`src/rtl/irq_pkg.sv`:
```
// Package irq_pkg: shared sizes and the fixed source-to-level map.
// Assumes sources are numbered from 0 and levels run 1..6.
package irq_pkg;
    localparam int NUM_SRC = 14;
    localparam int WORD_W  = 16;
    localparam int LVL_W   = 3;

    // Returns the priority level assigned to source idx.
    function automatic int src_level(input int idx);
        if (idx <= 2)       return 1;
        else if (idx == 3)  return 2;
        else if (idx <= 6)  return 3;
        else if (idx <= 10) return 4;
        else if (idx <= 12) return 5;
        else                return 6;
    endfunction
endpackage

```
`src/rtl/irq_setclr_reg.sv`:
```
// Module irq_setclr_reg: W-bit register written through a set/clear convention.
// A write with set_sel=1 sets the bits marked in mask; with set_sel=0 it clears them.
// hw_set pulses set bits and take precedence over a same-cycle clear.
// Assumes a synchronous active-low reset that brings every bit to 0.
module irq_setclr_reg #(
    parameter int W = 14
) (
    input  logic         clk,
    input  logic         rst_n,
    input  logic         wr,
    input  logic         set_sel,
    input  logic [W-1:0] mask,
    input  logic [W-1:0] hw_set,
    output logic [W-1:0] q
);
    logic [W-1:0] q_next;

    // Next-state: apply the software action, then OR in hardware sets.
    always_comb begin
        q_next = q;
        if (wr) begin
            if (set_sel) q_next = q_next | mask;
            else         q_next = q_next & ~mask;
        end
        q_next = q_next | hw_set;
    end

    // State register with synchronous reset.
    always_ff @(posedge clk) begin
        if (!rst_n) q <= '0;
        else        q <= q_next;
    end

    AST_SET_MARKED: assert property (@(posedge clk) disable iff (!rst_n)
        (wr && set_sel) |=> ((q & $past(mask)) == $past(mask)));
    AST_CLEAR_MARKED: assert property (@(posedge clk) disable iff (!rst_n)
        (wr && !set_sel) |=> ((q & $past(mask & ~hw_set)) == '0));
    AST_HW_WINS: assert property (@(posedge clk) disable iff (!rst_n)
        (hw_set != '0) |=> ((q & $past(hw_set)) == $past(hw_set)));
    AST_IDLE_HOLDS: assert property (@(posedge clk) disable iff (!rst_n)
        (!wr && hw_set == '0) |=> $stable(q));
endmodule

```
`src/rtl/irq_prio_enc.sv`:
```
// Module irq_prio_enc: combinational encoder from active sources to the highest level.
// Assumes the level map in irq_pkg; the result is 0 when no source is active.
module irq_prio_enc #(
    parameter int NUM_SRC = 14,
    parameter int LVL_W   = 3
) (
    input  logic [NUM_SRC-1:0] active,
    output logic [LVL_W-1:0]   level
);
    import irq_pkg::*;

    // Scan all sources and keep the maximum level among active ones.
    always_comb begin
        level = '0;
        for (int i = 0; i < NUM_SRC; i++) begin
            if (active[i] && (src_level(i) > int'(level)))
                level = LVL_W'(src_level(i));
        end
    end
endmodule

```
`src/rtl/irq_level_ctrl.sv`:
```
// Module irq_level_ctrl: top-level interrupt request controller.
// It holds the request and enable registers, gates them with the master enable
// and registers the encoded CPU priority level.
// Assumes NUM_SRC + 1 < WORD_W: the master enable sits at bit NUM_SRC and the
// set/clear action at bit WORD_W-1.
module irq_level_ctrl #(
    parameter int NUM_SRC = 14,
    parameter int WORD_W  = 16,
    parameter int LVL_W   = 3
) (
    input  logic               clk,
    input  logic               rst_n,
    input  logic [NUM_SRC-1:0] hw_req_i,
    input  logic               req_wr_i,
    input  logic               en_wr_i,
    input  logic [WORD_W-1:0]  wr_data_i,
    output logic [WORD_W-1:0]  req_rd_o,
    output logic [LVL_W-1:0]   ipl_o
);
    localparam int MASTER_BIT = NUM_SRC;
    localparam int ACT_BIT    = WORD_W - 1;
    localparam int EN_W       = NUM_SRC + 1;

    logic [NUM_SRC-1:0] req_q;
    logic [EN_W-1:0]    en_q;
    logic [NUM_SRC-1:0] active;
    logic [LVL_W-1:0]   enc_level;

    irq_setclr_reg #(.W(NUM_SRC)) req_reg_i (
        .clk     (clk),
        .rst_n   (rst_n),
        .wr      (req_wr_i),
        .set_sel (wr_data_i[ACT_BIT]),
        .mask    (wr_data_i[NUM_SRC-1:0]),
        .hw_set  (hw_req_i),
        .q       (req_q)
    );

    irq_setclr_reg #(.W(EN_W)) en_reg_i (
        .clk     (clk),
        .rst_n   (rst_n),
        .wr      (en_wr_i),
        .set_sel (wr_data_i[ACT_BIT]),
        .mask    (wr_data_i[EN_W-1:0]),
        .hw_set  ('0),
        .q       (en_q)
    );

    // Sources that are both pending and individually enabled.
    assign active = req_q & en_q[NUM_SRC-1:0];

    irq_prio_enc #(.NUM_SRC(NUM_SRC), .LVL_W(LVL_W)) enc_i (
        .active (active),
        .level  (enc_level)
    );

    // Readback: the request register, zero-extended to the word width.
    assign req_rd_o = WORD_W'(req_q);

    // Registered level output, gated by the master enable.
    always_ff @(posedge clk) begin
        if (!rst_n)                ipl_o <= '0;
        else if (en_q[MASTER_BIT]) ipl_o <= enc_level;
        else                       ipl_o <= '0;
    end

    AST_MASTER_GATE: assert property (@(posedge clk) disable iff (!rst_n)
        !en_q[MASTER_BIT] |=> (ipl_o == '0));
    AST_NONE_PENDING: assert property (@(posedge clk) disable iff (!rst_n)
        (active == '0) |=> (ipl_o == '0));
    AST_LVL_STEADY: assert property (@(posedge clk) disable iff (!rst_n)
        (active == $past(active) && en_q[MASTER_BIT] == $past(en_q[MASTER_BIT]))
        |=> $stable(ipl_o));
endmodule

```
`config.mk`:
```
export PLATFORM = sky130hd
export DESIGN_NAME = irq_level_ctrl
export DESIGN_NICKNAME = d
export VERILOG_FILES = /design/src/rtl/irq_pkg.sv /design/src/rtl/irq_setclr_reg.sv /design/src/rtl/irq_prio_enc.sv /design/src/rtl/irq_level_ctrl.sv
export SDC_FILE = /design/constraint.sdc
export NUM_CORES = 1
export LEC_CHECK = 0
export ABC_AREA = 1
export BUFFER_PORTS_ARGS = -buffer_cell sky130_fd_sc_hd__buf_2
export CAP_MARGIN = 10
export CORE_ASPECT_RATIO = 0.9
export CORE_MARGIN = 2
export CORE_UTILIZATION = 48
export DETAILED_ROUTE_END_ITERATION = 7
export PLACE_DENSITY = 0.78
export SYNTH_ARGS = -nofsm -noshare
export SYNTH_HDL_FRONTEND = slang
export SYNTH_SLANG_ARGS = --single-unit
```
`constraint.sdc`:
```
create_clock -name clk -period 1.45 [get_ports clk]
set_clock_uncertainty 0.2 [all_clocks]
set_input_delay 0.29 -clock clk [delete_from_list [all_inputs] [get_ports clk]]
set_output_delay 0.29 -clock clk [all_outputs]
set_load 0.03 [all_outputs]
```
==> results of run 1 <==
[timing repair]
item	in CTS	in global routing
hold buffers	23	0
gates resized for setup	0	17
setup endpoints to repair	0	9
endpoints found under the hold margin	23	0
[cell usage after synthesis]
library cell | count | area, sq um
sky130_fd_sc_hd__conb_1 | 1 | 3.75
sky130_fd_sc_hd__nand3_1 | 3 | 15.0
sky130_fd_sc_hd__dfxtp_1 | 32 | 641
sky130_fd_sc_hd__nand2_1 | 52 | 195
sky130_fd_sc_hd__buf_2 | 6 | 30.0
sky130_fd_sc_hd__a311oi_1 | 5 | 43.8
sky130_fd_sc_hd__nand4_1 | 1 | 6.26
sky130_fd_sc_hd__inv_1 | 19 | 71.3
sky130_fd_sc_hd__buf_6 | 2 | 22.5
sky130_fd_sc_hd__o21ai_1 | 12 | 60.1
sky130_fd_sc_hd__nor2_1 | 2 | 7.51
sky130_fd_sc_hd__o21ai_0 | 12 | 60.1
sky130_fd_sc_hd__buf_4 | 3 | 22.5
sky130_fd_sc_hd__a311oi_2 | 10 | 150
sky130_fd_sc_hd__a21oi_1 | 21 | 105
sky130_fd_sc_hd__inv_2 | 1 | 3.75
[layout make-up]
type,count,share of cell area (%)
multi-input combinational,120,31.7
timing repair buffer,76,26.7
inverter,20,3.66
tap,40,2.44
clock buffer,6,2.01
clock inverter,2,1.71
sequential,32,31.7
[report_power, final]
| group | internal, mW | switching (mW) | leakage [nW] |
|---|---|---|---|
| sequential | 0.942 | 0.0391 | 0.267 |
| clock | 0.361 | 0.318 | 0.0422 |
| combinational | 0.185 | 0.245 | 0.685 |
| total | 1.49 | 0.603 | 0.995 |
[cell families (layout without fill, tap and decap cells)]
kind of cell,after synthesis,in the layout
simple gates,58,58
compound gates,60,60
other cells,1,2
flops,32,32
buf+inv,31,104
[worst max-delay path by stage]
| stage | start | endpoint | slack (ns) |
|---|---|---|---|
| after floorplan | req_reg_i.q[7] | ipl_o[2] | 0.28 |
| after global placement | req_wr_i | req_reg_i.q[2] | 0.18 |
| after detailed placement | req_wr_i | req_reg_i.q[2] | 0.13 |
| after CTS | req_reg_i.q[9] | req_rd_o[9] | 0.02 |
| after global routing | req_reg_i.q[0] | req_rd_o[0] | -0.0008 |
| final | req_reg_i.q[0] | req_rd_o[0] | 0.03 |
[per-layer routing]
layer | GRT usage, % | vias to the layer above | wire (um)
li1 | - | 758 | -
met5 | 0 | - | 0
met3 | 5.81 | 12 | 182
met2 | 37.1 | 62 | 1790
met1 | 30.5 | 653 | 1660
met4 | 12.8 | 0 | 118
==> report_table.html, run 1 <==
<table>
<tr><th>Metric</th><th>Value</th></tr>
<tr><th colspan="2">Run status</th></tr>
<tr><td>Status</td><td>complete, no violations</td></tr>
<tr><th colspan="2">Routing</th></tr>
<tr><td>Pre-Repair DR Iteration Count</td><td>5</td></tr>
<tr><td>Detailed Route Iter0 Violations</td><td>78</td></tr>
<tr><td>DRC violation count after routing</td><td>0</td></tr>
<tr><td>DRT antenna net count</td><td>0</td></tr>
<tr><td>Vias/cell</td><td>5.02</td></tr>
<tr><td>Total number of vias</td><td>1485</td></tr>
<tr><td>Total wirelength of the detailed-routed design</td><td>3750 um</td></tr>
<tr><td>DR WL/cell</td><td>12.7 um</td></tr>
<tr><th colspan="2">Timing</th></tr>
<tr><td>Setup-violating endpoint count in the final report</td><td>0</td></tr>
<tr><td>Final Critical Period</td><td>1.42 ns</td></tr>
<tr><td>Minimum setup slack in the final design</td><td>0.0305 ns</td></tr>
<tr><td>Pins Over Slew Limit</td><td>0</td></tr>
<tr><td>Highest Clock Rate</td><td>704 MHz</td></tr>
<tr><td>Final Hold Viols</td><td>0</td></tr>
<tr><td>Ratio of final minimum period to clock period</td><td>97.9%</td></tr>
<tr><td>Final sum of negative setup slack</td><td>0 ns</td></tr>
<tr><td>Final hold slack</td><td>0.00604 ns</td></tr>
<tr><th colspan="2">Clocking</th></tr>
<tr><td>Deepest clock path buffer count</td><td>2</td></tr>
<tr><td>Number of buffers added by the clock tree synthesis step</td><td>5</td></tr>
<tr><td>Clock H-tree levels</td><td>2</td></tr>
<tr><td>Root Buffer</td><td>sky130_fd_sc_hd__clkbuf_4</td></tr>
<tr><td>Source-to-sink clock delay at the later pin of the worst-skew pair</td><td>0.35 ns</td></tr>
<tr><td>CTS tree</td><td>yes</td></tr>
<tr><td>Clk sinks</td><td>32</td></tr>
<tr><td>Setup bufs post-CTS</td><td>0</td></tr>
<tr><td>Clock transition at the register clock pins on the worst setup and hold paths after CTS</td><td>0.10 ns</td></tr>
<tr><th colspan="2">Final layout</th></tr>
<tr><td>Layout Nets</td><td>289</td></tr>
<tr><td>Final Instance Count excl. Fillers</td><td>296</td></tr>
<tr><td>Layout Utilization</td><td>73.4%</td></tr>
<tr><td>Multi-input gate area</td><td>651 sq um</td></tr>
<tr><td>Final Instance Area</td><td>2050 sq um</td></tr>
<tr><td>Signed area change from the synthesized netlist to the final layout</td><td>42.6%</td></tr>
<tr><td>Commonest non-fill, non-tap cells in the layout</td><td>52 x sky130_fd_sc_hd__nand2_1, 42 x sky130_fd_sc_hd__buf_2, 24 x sky130_fd_sc_hd__dfxtp_1, 23 x sky130_fd_sc_hd__dlygate4sd3_1, 21 x sky130_fd_sc_hd__a21oi_1</td></tr>
<tr><td>Share of cells above drive strength 1</td><td>30.9%</td></tr>
<tr><td>Most common cell after layout, fill and taps aside</td><td>sky130_fd_sc_hd__nand2_1</td></tr>
<tr><td>Ant. Diodes</td><td>0</td></tr>
<tr><td>Total of fill cells in the finished design</td><td>225</td></tr>
<tr><td>Register area</td><td>651 sq um</td></tr>
<tr><th colspan="2">Critical path</th></tr>
<tr><td>Kind of cell adding the most delay to the critical path</td><td>flip-flops</td></tr>
<tr><td>Levels on crit path</td><td>1</td></tr>
<tr><td>Slowest Stage Delay on Critical Path</td><td>0.37 ns</td></tr>
<tr><td>End of the worst register-to-register path</td><td>ipl_o[1]</td></tr>
<tr><td>CP Class</td><td>reg -&gt; out</td></tr>
<tr><td>Bufs and invs on worst path</td><td>1</td></tr>
<tr><td>Crit path max-delay cell type</td><td>sky130_fd_sc_hd__dfxtp_1</td></tr>
<tr><td>Logic depth of the worst register-to-register path</td><td>5</td></tr>
<tr><td>Crit start category</td><td>flop</td></tr>
<tr><td>Critical path arrival</td><td>0.93 ns</td></tr>
<tr><td>Sequence of cells on the critical path</td><td>buf_2</td></tr>
<tr><td>Worst-path maximum fanout</td><td>3</td></tr>
<tr><td>Endpoint type of the worst setup path</td><td>output port</td></tr>
<tr><td>Register-to-Register Setup Slack</td><td>0.26 ns</td></tr>
<tr><td>Worst reg2reg path startpoint</td><td>req_reg_i.q[7]</td></tr>
<tr><td>Worst EP required</td><td>0.96 ns</td></tr>
<tr><th colspan="2">Floorplanning</th></tr>
<tr><td>Area of the core region</td><td>2790 sq um</td></tr>
<tr><td>DIE HEIGHT</td><td>55.9 um</td></tr>
<tr><td>Num ports</td><td>53</td></tr>
<tr><td>Initial core utilization</td><td>51.5%</td></tr>
<tr><td>Die Footprint</td><td>3450 sq um</td></tr>
<tr><td>Chip width</td><td>61.7 um</td></tr>
<tr><td>Floorplan row count</td><td>18</td></tr>
<tr><th colspan="2">Logic synthesis</th></tr>
<tr><td>Xor and xnor fraction of the mapped netlist area</td><td>0%</td></tr>
<tr><td>Avg Synthesized Cell Area</td><td>7.90 sq um</td></tr>
<tr><td>Portion of the post-synthesis area used by sequential elements</td><td>44.6%</td></tr>
<tr><td>Number of warnings issued by yosys</td><td>0</td></tr>
<tr><td>Simple-gate portion of the synthesized area</td><td>15.6%</td></tr>
<tr><td>Adder-cell area share of the yosys netlist</td><td>0%</td></tr>
<tr><td>Distinct cells, synth</td><td>16</td></tr>
<tr><td>Synthesized area</td><td>1440 sq um</td></tr>
<tr><td>Dominant combinational cell family by area after synthesis</td><td>compound AO/OA/AOI/OAI gates</td></tr>
<tr><td>Total of flip-flops plus latches after synthesis</td><td>32</td></tr>
<tr><td>Cell count after synthesis</td><td>182</td></tr>
<tr><td>Complex-gate fraction of the synthesized area</td><td>29.2%</td></tr>
<tr><td>Proportion of synthesized area in mux cells</td><td>0%</td></tr>
<tr><th colspan="2">Place</th></tr>
<tr><td>Standard cell area after detailed placement</td><td>1710 sq um</td></tr>
<tr><td>Number of port buffers</td><td>50</td></tr>
<tr><td>Routability cong.</td><td>0.766</td></tr>
<tr><td>Pre-CTS setup slack</td><td>0.130 ns</td></tr>
<tr><td>HPWL after detailed placement</td><td>2200 um</td></tr>
<tr><td>Cell total after placement</td><td>265</td></tr>
<tr><th colspan="2">GRT</th></tr>
<tr><td>Antenna violations before repair</td><td>0</td></tr>
<tr><td>Via count of the first global-routing pass</td><td>1429</td></tr>
<tr><td>Global-route usage over all layers</td><td>24.2%</td></tr>
<tr><td>Largest net degree at the start of global routing</td><td>30</td></tr>
<tr><td>Congestion Overflow GR</td><td>0</td></tr>
<tr><td>First-pass GRT wire length</td><td>6280 um</td></tr>
<tr><th colspan="2">Hold path</th></tr>
<tr><td>Tightest Hold Check Type</td><td>in -&gt; reg</td></tr>
<tr><td>Hold Crit Start</td><td>wr_data_i[8]</td></tr>
<tr><td>Hold path depth</td><td>2</td></tr>
<tr><th colspan="2">Power and ir drop</th></tr>
<tr><td>PwrDens</td><td>1020 nW/um^2</td></tr>
<tr><td>Post-layout total power</td><td>2.09 mW</td></tr>
<tr><td>Cell leakage power</td><td>0.995 nW</td></tr>
<tr><td>IR drop worst, VDD</td><td>0.647 mV</td></tr>
<tr><th colspan="2">Flow run</th></tr>
<tr><td>Max-capacitance violation count</td><td>0</td></tr>
</table>
(Power assumes the default switching activity.)
==> inputs of run 2 (changes only) <==
--- a/config.mk
+++ b/config.mk
@@ -10,9 +10,9 @@
 export CAP_MARGIN = 10
 export CORE_ASPECT_RATIO = 0.9
 export CORE_MARGIN = 2
-export CORE_UTILIZATION = 48
+export CORE_UTILIZATION = 43
 export DETAILED_ROUTE_END_ITERATION = 7
-export PLACE_DENSITY = 0.78
+export PLACE_DENSITY = 0.74
 export SYNTH_ARGS = -nofsm -noshare
 export SYNTH_HDL_FRONTEND = slang
 export SYNTH_SLANG_ARGS = --single-unit
==> constraint.sdc (replaced) <==
create_clock -name clk -period 1.3 [get_ports clk]
set_clock_uncertainty 0.2 [all_clocks]
set_input_delay 0.26 -clock clk [delete_from_list [all_inputs] [get_ports clk]]
set_output_delay 0.26 -clock clk [all_outputs]
set_load 0.03 [all_outputs]
==> report_table.html, run 2 (synthesis gave the netlist of run 1 again) <==
<table>
<tr><th>Metric</th><th>Value</th></tr>
<tr><th colspan="2">GRT</th></tr>
<tr><td>Via count of the first global-routing pass</td><td>1343</td></tr>
<tr><td>Global-route usage over all layers</td><td>19.9%</td></tr>
<tr><td>Antenna violations before repair</td><td>0</td></tr>
<tr><td>Largest net degree at the start of global routing</td><td>31</td></tr>
<tr><td>Congestion Overflow GR</td><td>0</td></tr>
<tr><td>First-pass GRT wire length</td><td>5750 um</td></tr>
<tr><th colspan="2">Hold path</th></tr>
<tr><td>Tightest Hold Check Type</td><td>in -&gt; reg</td></tr>
<tr><td>Hold path depth</td><td>2</td></tr>
<tr><th colspan="2">Power and ir drop</th></tr>
<tr><td>Post-layout total power</td><td>2.37 mW</td></tr>
<tr><td>PwrDens</td><td>1180 nW/um^2</td></tr>
<tr><td>IR drop worst, VDD</td><td>0.753 mV</td></tr>
<tr><td>Cell leakage power</td><td>0.986 nW</td></tr>
<tr><th colspan="2">Place</th></tr>
<tr><td>Number of port buffers</td><td>50</td></tr>
<tr><td>HPWL after detailed placement</td><td>2240 um</td></tr>
<tr><td>Routability cong.</td><td>0.799</td></tr>
<tr><th colspan="2">Floorplanning</th></tr>
<tr><td>Die Footprint</td><td>3820 sq um</td></tr>
<tr><td>Initial core utilization</td><td>46.2%</td></tr>
<tr><td>Num ports</td><td>53</td></tr>
<tr><td>DIE HEIGHT</td><td>58.9 um</td></tr>
<tr><td>Chip width</td><td>65.0 um</td></tr>
<tr><td>Floorplan row count</td><td>19</td></tr>
<tr><td>Area of the core region</td><td>3110 sq um</td></tr>
<tr><th colspan="2">Clocking</th></tr>
<tr><td>Root Buffer</td><td>sky130_fd_sc_hd__clkbuf_8</td></tr>
<tr><td>Setup bufs post-CTS</td><td>0</td></tr>
<tr><td>Clk sinks</td><td>32</td></tr>
<tr><td>Number of buffers added by the clock tree synthesis step</td><td>5</td></tr>
<tr><td>Deepest clock path buffer count</td><td>2</td></tr>
<tr><td>Clock H-tree levels</td><td>2</td></tr>
<tr><td>Clock transition at the register clock pins on the worst setup and hold paths after CTS</td><td>0.07 ns</td></tr>
<tr><td>CTS tree</td><td>yes</td></tr>
<tr><td>Source-to-sink clock delay at the later pin of the worst-skew pair</td><td>0.29 ns</td></tr>
<tr><th colspan="2">Critical path</th></tr>
<tr><td>Kind of cell adding the most delay to the critical path</td><td>flip-flops</td></tr>
<tr><td>Logic depth of the worst register-to-register path</td><td>5</td></tr>
<tr><td>Worst EP required</td><td>0.84 ns</td></tr>
<tr><td>Sequence of cells on the critical path</td><td>buf_6</td></tr>
<tr><td>Slowest Stage Delay on Critical Path</td><td>0.39 ns</td></tr>
<tr><td>Crit start category</td><td>flop</td></tr>
<tr><td>CP Class</td><td>reg -&gt; out</td></tr>
<tr><td>Worst-path maximum fanout</td><td>3</td></tr>
<tr><td>Bufs and invs on worst path</td><td>1</td></tr>
<tr><td>Critical path arrival</td><td>0.83 ns</td></tr>
<tr><td>Endpoint type of the worst setup path</td><td>output port</td></tr>
<tr><td>Levels on crit path</td><td>1</td></tr>
<tr><td>Crit path max-delay cell type</td><td>sky130_fd_sc_hd__dfxtp_1</td></tr>
<tr><th colspan="2">Timing</th></tr>
<tr><td>Ratio of final minimum period to clock period</td><td>99.1%</td></tr>
<tr><td>Final sum of negative setup slack</td><td>0 ns</td></tr>
<tr><td>RSZ-0062 raised after global routing</td><td>false</td></tr>
<tr><td>Final Critical Period</td><td>1.29 ns</td></tr>
<tr><td>Highest Clock Rate</td><td>776 MHz</td></tr>
<tr><td>Setup-violating endpoint count in the final report</td><td>0</td></tr>
<tr><td>Final Hold Viols</td><td>0</td></tr>
<tr><td>Pins Over Slew Limit</td><td>0</td></tr>
<tr><th colspan="2">Final layout</th></tr>
<tr><td>Layout Nets</td><td>279</td></tr>
<tr><td>Ant. Diodes</td><td>0</td></tr>
<tr><td>Signed area change from the synthesized netlist to the final layout</td><td>40.4%</td></tr>
<tr><td>Commonest non-fill, non-tap cells in the layout</td><td>52 x sky130_fd_sc_hd__nand2_1, 35 x sky130_fd_sc_hd__buf_2, 23 x sky130_fd_sc_hd__dfxtp_1, 21 x sky130_fd_sc_hd__a21oi_1, 19 x sky130_fd_sc_hd__inv_1</td></tr>
<tr><td>Share of cells above drive strength 1</td><td>33.3%</td></tr>
<tr><td>Most common cell after layout, fill and taps aside</td><td>sky130_fd_sc_hd__nand2_1</td></tr>
<tr><th colspan="2">Routing</th></tr>
<tr><td>Total number of vias</td><td>1397</td></tr>
<tr><td>Total wirelength of the detailed-routed design</td><td>3520 um</td></tr>
<tr><td>Vias/cell</td><td>4.85</td></tr>
<tr><td>DRC violation count after routing</td><td>0</td></tr>
<tr><td>DRT antenna net count</td><td>0</td></tr>
<tr><td>DR WL/cell</td><td>12.2 um</td></tr>
<tr><td>Detailed Route Iter0 Violations</td><td>53</td></tr>
<tr><td>Pre-Repair DR Iteration Count</td><td>4</td></tr>
<tr><th colspan="2">Flow run</th></tr>
<tr><td>Max-capacitance violation count</td><td>0</td></tr>
<tr><th colspan="2">Run status</th></tr>
<tr><td>Status</td><td>complete, no violations</td></tr>
</table>
## run 2: changes by cell type in the layout (fill, tap and decap cells not counted)
cell	delta
sky130_fd_sc_hd__buf_2	-7
sky130_fd_sc_hd__buf_4	+8
sky130_fd_sc_hd__buf_6	+8
sky130_fd_sc_hd__bufinv_16	-1
sky130_fd_sc_hd__clkbuf_1	-1
sky130_fd_sc_hd__clkbuf_4	-13
sky130_fd_sc_hd__clkbuf_8	+6
sky130_fd_sc_hd__clkinv_2	+1
sky130_fd_sc_hd__dfxtp_1	-1
sky130_fd_sc_hd__dfxtp_2	+1
sky130_fd_sc_hd__dlygate4sd3_1	-12
sky130_fd_sc_hd__dlymetal6s4s_1	+1
sky130_fd_sc_hd__o21ai_0	+1
sky130_fd_sc_hd__o21ai_1	-1
## run 2: report_power, final
group          switching [mW]  total [mW]  internal, mW
Combinational           0.269       0.478         0.209
Clock                   0.374       0.796         0.422
Sequential             0.0469        1.10          1.05
## run 2: routing by layer
layer / GRT usage [%] / vias to the layer above / part of all wire [%]
met1: 22.2 / 593 / 44
met4: 11.9 / 0 / 3.0
met3: 5.54 / 11 / 5.9
met2: 34.2 / 57 / 47
li1: - / 736 / -
met5: 0 / - / 0
## run 2: worst paths after layout
check / slack, ns / startpoint / end
max: 0.01 / req_reg_i.q[5] / req_rd_o[5]
min: 0.01 / wr_data_i[12] / flop
max reg2reg: 0.12 / req_reg_i.q[10] / ipl_o[1]
min reg2reg: 0.28 / flop / ipl_o[1]
## run 2: repair_timing
item	in CTS	in global routing
hold buffers	12	0
gates cloned	0	0
endpoints found under the setup margin	14	13
pin swaps	0	1
gates resized for setup	15	17
endpoints found under the hold margin	12	0
## run 2: area by class of cell
class	instances	area (sq um)
fill	256	1100
sequential	32	652
clock buffer	6	82.6
multi-input combinational	120	651
clock inverter	2	10.0
tap	42	52.6
inverter	20	75.1
timing repair buffer	66	495
## run 2: through the flow
step	instances	hold slack (ns)	utilization (%)	area, sq um	setup WS [ns]
finish	288	0.0138	64.8	2020	0.0118
global placement	269	0.257	55.6	1730	0.0642
global route	288	0.00568	64.8	2020	0.00114
detailed placement	269	0.261	55.6	1730	0.000179
floorplan	183	0.165	-	1440	0.134
CTS	289	0.00522	63.7	1980	0.00245
